**config.mk**
```make
export PLATFORM = sky130hd
export DESIGN_NAME = frame_addr_loader
export DESIGN_NICKNAME = d
export VERILOG_FILES = /design/src/rtl/fal_pkg.sv /design/src/rtl/fal_rst_sync.sv /design/src/rtl/fal_half_reg.sv /design/src/rtl/fal_seq.sv /design/src/rtl/frame_addr_loader.sv
export SDC_FILE = /design/constraint.sdc
export NUM_CORES = 1
export LEC_CHECK = 0
export CORE_ASPECT_RATIO = 0.5
export CORE_MARGIN = 4
export CORE_UTILIZATION = 39
export DETAILED_ROUTE_END_ITERATION = 8
export PLACE_DENSITY = 0.84
export SLEW_MARGIN = 5
export SYNTH_ARGS = -nofsm -noshare
export SYNTH_HDL_FRONTEND = slang
export SYNTH_SLANG_ARGS = --single-unit
```
**constraint.sdc**
```tcl
create_clock -name clk -period 1.1 [get_ports clk]
set_input_delay 0.165 -clock clk [delete_from_list [all_inputs] [get_ports clk]]
set_output_delay 0.165 -clock clk [all_outputs]
set_load 0.005 [all_outputs]
```
**src/rtl/fal_pkg.sv**
```systemverilog
package fal_pkg;

  localparam int FA_WORD_W = 16;

  // Bits that the layout defines as zero in each half
  localparam logic [FA_WORD_W-1:0] MAJ_ZERO_MASK = 16'h8000;
  localparam logic [FA_WORD_W-1:0] MIN_ZERO_MASK = 16'h3C00;

  // Field positions inside the major half
  localparam int BLK_MSB = 15;
  localparam int BLK_LSB = 12;
  localparam int ROW_MSB = 11;
  localparam int ROW_LSB = 8;
  localparam int COL_MSB = 7;
  localparam int COL_LSB = 0;

  // Field positions inside the minor half
  localparam int BRAM_MSB = 15;
  localparam int BRAM_LSB = 14;
  localparam int FRM_MSB  = 9;
  localparam int FRM_LSB  = 0;

  localparam logic SEL_MAJOR = 1'b0;
  localparam logic SEL_MINOR = 1'b1;

  typedef enum logic [1:0] {
    SEQ_IDLE       = 2'd0,
    SEQ_MAJ_WORD   = 2'd1,
    SEQ_MIN_SECOND = 2'd2,
    SEQ_MIN_ONLY   = 2'd3
  } seq_state_e;

endpackage

```
**src/rtl/fal_rst_sync.sv**
```systemverilog
module fal_rst_sync #(
  parameter int STAGES = 2
) (
  input  logic clk,
  input  logic rst_n,
  output logic rst_n_sync
);

  generate
    if (STAGES <= 1) begin : g_single
      logic stage_q;
      always_ff @(posedge clk or negedge rst_n) begin
        if (!rst_n) stage_q <= 1'b0;
        else        stage_q <= 1'b1;
      end
      assign rst_n_sync = stage_q;
    end else begin : g_chain
      logic [STAGES-1:0] chain_q;
      always_ff @(posedge clk or negedge rst_n) begin
        if (!rst_n) chain_q <= '0;
        else        chain_q <= {chain_q[STAGES-2:0], 1'b1};
      end
      assign rst_n_sync = chain_q[STAGES-1];
    end
  endgenerate

endmodule

```
**src/rtl/fal_half_reg.sv**
```systemverilog
module fal_half_reg #(
  parameter int              WIDTH     = 16,
  parameter logic [WIDTH-1:0] ZERO_MASK = '0
) (
  input  logic             clk,
  input  logic             rst_n,
  input  logic             ld_en,
  input  logic [WIDTH-1:0] d_in,
  output logic [WIDTH-1:0] q_out
);

  logic [WIDTH-1:0] d_clean;
  logic [WIDTH-1:0] val_q;

  always_comb begin
    d_clean = d_in & ~ZERO_MASK;
  end

  always_ff @(posedge clk or negedge rst_n) begin
    if (!rst_n)     val_q <= '0;
    else if (ld_en) val_q <= d_clean;
  end

  assign q_out = val_q;

endmodule

```
**src/rtl/fal_seq.sv**
```systemverilog
module fal_seq
  import fal_pkg::*;
#(
  parameter int CNT_W = 4
) (
  input  logic             clk,
  input  logic             rst_n,
  input  logic             wr_start,
  input  logic             wr_sel,
  input  logic [CNT_W-1:0] wr_count,
  input  logic             wr_abort,
  input  logic             word_valid,
  output logic             ld_major,
  output logic             ld_minor,
  output logic             err_flag
);

  localparam logic [CNT_W-1:0] CNT_ONE = CNT_W'(1);
  localparam logic [CNT_W-1:0] CNT_TWO = CNT_W'(2);

  seq_state_e st_q, st_d;
  logic       pair_q, pair_d;
  logic       err_q;
  logic       err_set;

  // Next-state logic: start beats abort, abort beats a data word
  always_comb begin
    st_d     = st_q;
    pair_d   = pair_q;
    ld_major = 1'b0;
    ld_minor = 1'b0;
    err_set  = 1'b0;
    if (wr_start) begin
      pair_d = 1'b0;
      if (wr_sel == SEL_MAJOR) begin
        if (wr_count == CNT_ONE) begin
          st_d = SEQ_MAJ_WORD;
        end else if (wr_count == CNT_TWO) begin
          st_d   = SEQ_MAJ_WORD;
          pair_d = 1'b1;
        end else begin
          st_d    = SEQ_IDLE;
          err_set = 1'b1;
        end
      end else begin
        if (wr_count == CNT_ONE) begin
          st_d = SEQ_MIN_ONLY;
        end else begin
          st_d    = SEQ_IDLE;
          err_set = 1'b1;
        end
      end
    end else if (wr_abort) begin
      st_d   = SEQ_IDLE;
      pair_d = 1'b0;
    end else if (word_valid) begin
      unique case (st_q)
        SEQ_MAJ_WORD: begin
          ld_major = 1'b1;
          st_d     = pair_q ? SEQ_MIN_SECOND : SEQ_IDLE;
          pair_d   = 1'b0;
        end
        SEQ_MIN_SECOND, SEQ_MIN_ONLY: begin
          ld_minor = 1'b1;
          st_d     = SEQ_IDLE;
        end
        default: begin
          st_d = SEQ_IDLE;
        end
      endcase
    end
  end

  always_ff @(posedge clk or negedge rst_n) begin
    if (!rst_n) begin
      st_q   <= SEQ_IDLE;
      pair_q <= 1'b0;
    end else begin
      st_q   <= st_d;
      pair_q <= pair_d;
    end
  end

  always_ff @(posedge clk or negedge rst_n) begin
    if (!rst_n)       err_q <= 1'b0;
    else if (err_set) err_q <= 1'b1;
  end

  assign err_flag = err_q;

endmodule

```
**src/rtl/frame_addr_loader.sv**
```systemverilog
module frame_addr_loader
  import fal_pkg::*;
#(
  parameter int CNT_W       = 4,
  parameter int SYNC_STAGES = 2
) (
  input  logic                 clk,
  input  logic                 rst_n,
  input  logic                 wr_start,
  input  logic                 wr_sel,
  input  logic [CNT_W-1:0]     wr_count,
  input  logic                 wr_abort,
  input  logic                 word_valid,
  input  logic [FA_WORD_W-1:0] word_data,
  output logic [FA_WORD_W-1:0] frame_major,
  output logic [FA_WORD_W-1:0] frame_minor,
  output logic [3:0]           blk_type,
  output logic [3:0]           row_addr,
  output logic [7:0]           major_col,
  output logic [1:0]           bram_sel,
  output logic [9:0]           minor_frame,
  output logic                 wr_error
);

  logic rst_ns;
  logic ld_major, ld_minor;

  fal_rst_sync #(.STAGES(SYNC_STAGES)) u_rst_sync (
    .clk        (clk),
    .rst_n      (rst_n),
    .rst_n_sync (rst_ns)
  );

  fal_seq #(.CNT_W(CNT_W)) u_seq (
    .clk        (clk),
    .rst_n      (rst_ns),
    .wr_start   (wr_start),
    .wr_sel     (wr_sel),
    .wr_count   (wr_count),
    .wr_abort   (wr_abort),
    .word_valid (word_valid),
    .ld_major   (ld_major),
    .ld_minor   (ld_minor),
    .err_flag   (wr_error)
  );

  fal_half_reg #(.WIDTH(FA_WORD_W), .ZERO_MASK(MAJ_ZERO_MASK)) u_major (
    .clk   (clk),
    .rst_n (rst_ns),
    .ld_en (ld_major),
    .d_in  (word_data),
    .q_out (frame_major)
  );

  fal_half_reg #(.WIDTH(FA_WORD_W), .ZERO_MASK(MIN_ZERO_MASK)) u_minor (
    .clk   (clk),
    .rst_n (rst_ns),
    .ld_en (ld_minor),
    .d_in  (word_data),
    .q_out (frame_minor)
  );

  assign blk_type    = frame_major[BLK_MSB:BLK_LSB];
  assign row_addr    = frame_major[ROW_MSB:ROW_LSB];
  assign major_col   = frame_major[COL_MSB:COL_LSB];
  assign bram_sel    = frame_minor[BRAM_MSB:BRAM_LSB];
  assign minor_frame = frame_minor[FRM_MSB:FRM_LSB];

endmodule

```
==> flow_metrics.env <==
export IMPL_io_pins=87
export IMPL_cts_tree="yes"
export IMPL_synth_area_leaders="dfrtp_1, buf_4, mux2_2"
export IMPL_place_inst=232
export IMPL_fin_ws_ps=-312
export IMPL_pre_cts_ws_ps=-543
export IMPL_synth_common_cells="buf_4, dfrtp_1, mux2_2, mux2_4"
export IMPL_finalClockSkew_ps=8.29
export IMPL_worstReg2RegStart="u_seq.st_q[1]$_DFFE_PN0P_"
export IMPL_path_clk_slew_ps=70
export IMPL_cp_slowest_cell="dfrtp_1"
export IMPL_grt_pass1_vias=1273
export IMPL_drtAntennaViolNets=0
export IMPL_async_flop_share_pct=100
export IMPL_synthMuxAreaShare_pct=21.4
export IMPL_crit_family="simple AND/OR/NAND/NOR gates"
export IMPL_hold_viol_final=0
export IMPL_vias=1169
export IMPL_cts_root_buf="clkbuf_8"
export IMPL_clock_sinks=33
export IMPL_die_area_mm2=0.00523
export IMPL_viasPerCell=4.39
export IMPL_fp_row_count=16
export IMPL_syn_avg_cell_area_um2=13.6
export IMPL_worst_path_max_fanout=15
export IMPL_cpPeakStageDelay_ps=370
export IMPL_synth_edff_count=0
export IMPL_post_drt_wl_per_cell_um=15.7
export IMPL_port_buffers=80
export IMPL_grt_usage_pct=16.3
export IMPL_worstSkewPairLatency_ps=290
export IMPL_final_core_util_pct=66.9
export IMPL_synth_cells=117
export IMPL_ys_ff_latch=33
export IMPL_status="finished, violations left"
export IMPL_cts_buffers=5
export IMPL_coreArea_mm2=0.00392
export IMPL_min_path_type="primary input to async pin"
export IMPL_die_height_um=53.2
export IMPL_fin_nets=237
export IMPL_synth_compound_area_share_pct=2.20
export IMPL_dp_hpwl_um=2640
export IMPL_synth_top_family_by_area="multiplexers"
export IMPL_p_per_area_mw_per_mm2=1160
export IMPL_rsz0062_at_grt="yes"
export IMPL_ir_drop_mv=0.604
export IMPL_grt_overflow=0
export IMPL_synth_top_area_share_pct=51.8
export IMPL_synth_ff_type="dfrtp_1"
export IMPL_h_tree_depth=2
export IMPL_yosysUniqueCellTypes=24
export IMPL_start_kind="flip-flop"
export IMPL_start_util_pct=40.6
export IMPL_ys_seq_area_share_pct=51.8
export IMPL_min_period_over_period_pct=128
export IMPL_grt_first_pass_wirelength_um=6330
export IMPL_synth_xor_area_share_pct=0
export IMPL_min_period_ps=1410
export IMPL_area_growth_synth_to_final_pct=64.8
export IMPL_worstPathRequired_ps=1270
export IMPL_r2r_cells=4
export IMPL_gp_congestion=0.760
export IMPL_drt_initial_drc_count=13
export IMPL_ctsHoldBuffers=0
export IMPL_drive_gt1_share_pct=50.5
export IMPL_die_w_um=98.4
export IMPL_yosysWarnings=0
export IMPL_clockBufferDepth=2
export IMPL_regToRegSetupSlack_ps=-310
export IMPL_violations="negative setup slack"
export IMPL_r2r_end="u_major.q_out[3]$_DFFE_PN0P_"
export IMPL_slew_viol_final=0
export IMPL_antennaDiodeCount=0
export IMPL_synth_adder_area_share_pct=0
export IMPL_synth_area_mm2=0.00159
export IMPL_crit_type="flip-flop to flip-flop"
export IMPL_worstPathArrival_ps=1580
export IMPL_crit_start="u_seq.st_q[1]$_DFFE_PN0P_"
export IMPL_firstDrtPassIters=3
export IMPL_drc=0
export IMPL_timing_hold_ws_ps=41.9
export IMPL_path_buf_inv=1
export IMPL_max_freq_mhz=708
export IMPL_wirelength_um=4190
export IMPL_p_leak_nw=1.31
export IMPL_cap_violations=0
export IMPL_setup_viol=27
export IMPL_antenna_found_initial=0
export IMPL_synth_top_area_cell="dfrtp_1"
export IMPL_instances_no_fill=266
export IMPL_critical_path_cell_chain="nand3b_1 -> nor3_4 -> buf_12 -> mux2_2"
export IMPL_grt_max_degree=17
export IMPL_end_kind="flip-flop"
export IMPL_synth_simple_gate_area_share_pct=6.28
==> how the worst max path moves through the flow <==
stage | endpoint | slack (ps) | cells after the start
2_1_floorplan | u_major.q_out[10]$_DFFE_PN0P_ | -350 | 4
3_3_place_gp | u_minor.q_out[14]$_DFFE_PN0P_ | -520 | 5
3_5_place_dp | u_minor.q_out[6]$_DFFE_PN0P_ | -540 | 5
4_1_cts | u_major.q_out[13]$_DFFE_PN0P_ | -300 | 4
5_1_grt | u_major.q_out[3]$_DFFE_PN0P_ | -380 | 4
6_report | u_major.q_out[3]$_DFFE_PN0P_ | -310 | 4
==> area by class of cell <==
cell class              count  area [µm²]
clock buffers               5        68.8
clock inverters             3        17.5
fillers                   290        1300
inverters                   1        3.75
multi-input cells          53         512
flip-flops and latches     33         826
well taps                  54        67.6
repair buffers            117        1130
==> flip-flops by register name, summed over array words and instances, names as in the netlist <==
name                        count
u_seq.pair_q                    1
u_rst_sync.g_chain.chain_q      2
u_seq.err_flag                  1
u_minor.q_out                  12
u_major.q_out                  15
u_seq.st_q                      2
==> where the power goes <==
part,internal [mW],switching [mW],total [mW]
sequential,1.32,0.0794,1.40
combinational,0.522,0.250,0.772
clock,0.436,0.448,0.884
==> routing by layer <==
| layer | wire length, µm | GRT usage [%] | vias to the layer above |
|---|---|---|---|
| met5 | 0 | 0 | - |
| li1 | - | - | 544 |
| met3 | 187 | 5.13 | 4 |
| met4 | 42 | 7.48 | 0 |
| met2 | 2440 | 32.7 | 31 |
| met1 | 1520 | 15.6 | 590 |
==> cell usage in the layout (no fill, tap or decap), drive strengths merged <==
cell type	instances
o21ai	2
nand3	2
clkdlybuf4s50	22
nand3b	1
nor3b	1
nor2	2
dfrtp	33
clkinvlp	1
mux2	27
conb	7
nand4	1
o211ai	1
and2b	1
buf	53
clkdlybuf4s15	25
dlygate4sd2	3
clkbuf	19
inv	1
and3	1
nor2b	1
clkinv	2
a21o	1
and4b	1
o41ai	1
nand2	2
nor3	1
==> cell families after synthesis <==
logic type             after synthesis
buffers and inverters               36
and+or+nand+nor                     14
DFF                                 33
AOI/OAI and AO/OA                    5
other                                2
muxes                               27
==> through the flow <==
stage               instance area, µm²  power (mW)  TNS [ps]
floorplan                         1610        1.71     -4490
global placement                  2310        2.09    -14300
detailed placement                2310        2.11    -14780
CTS                               2570        2.99     -6890
global route                      2630        3.20     -8020
finish                            2630        3.05     -6500
==> what timing repair did <==
item                       4_1_cts  5_1_grt
gates resized for setup        137       53
setup buffers                   25        2
cloned                           1        0
setup endpoints to repair       82       69
hold endpoints to repair         0        0
pin swaps                        0        1
Power figures use the tool's default switching activity.
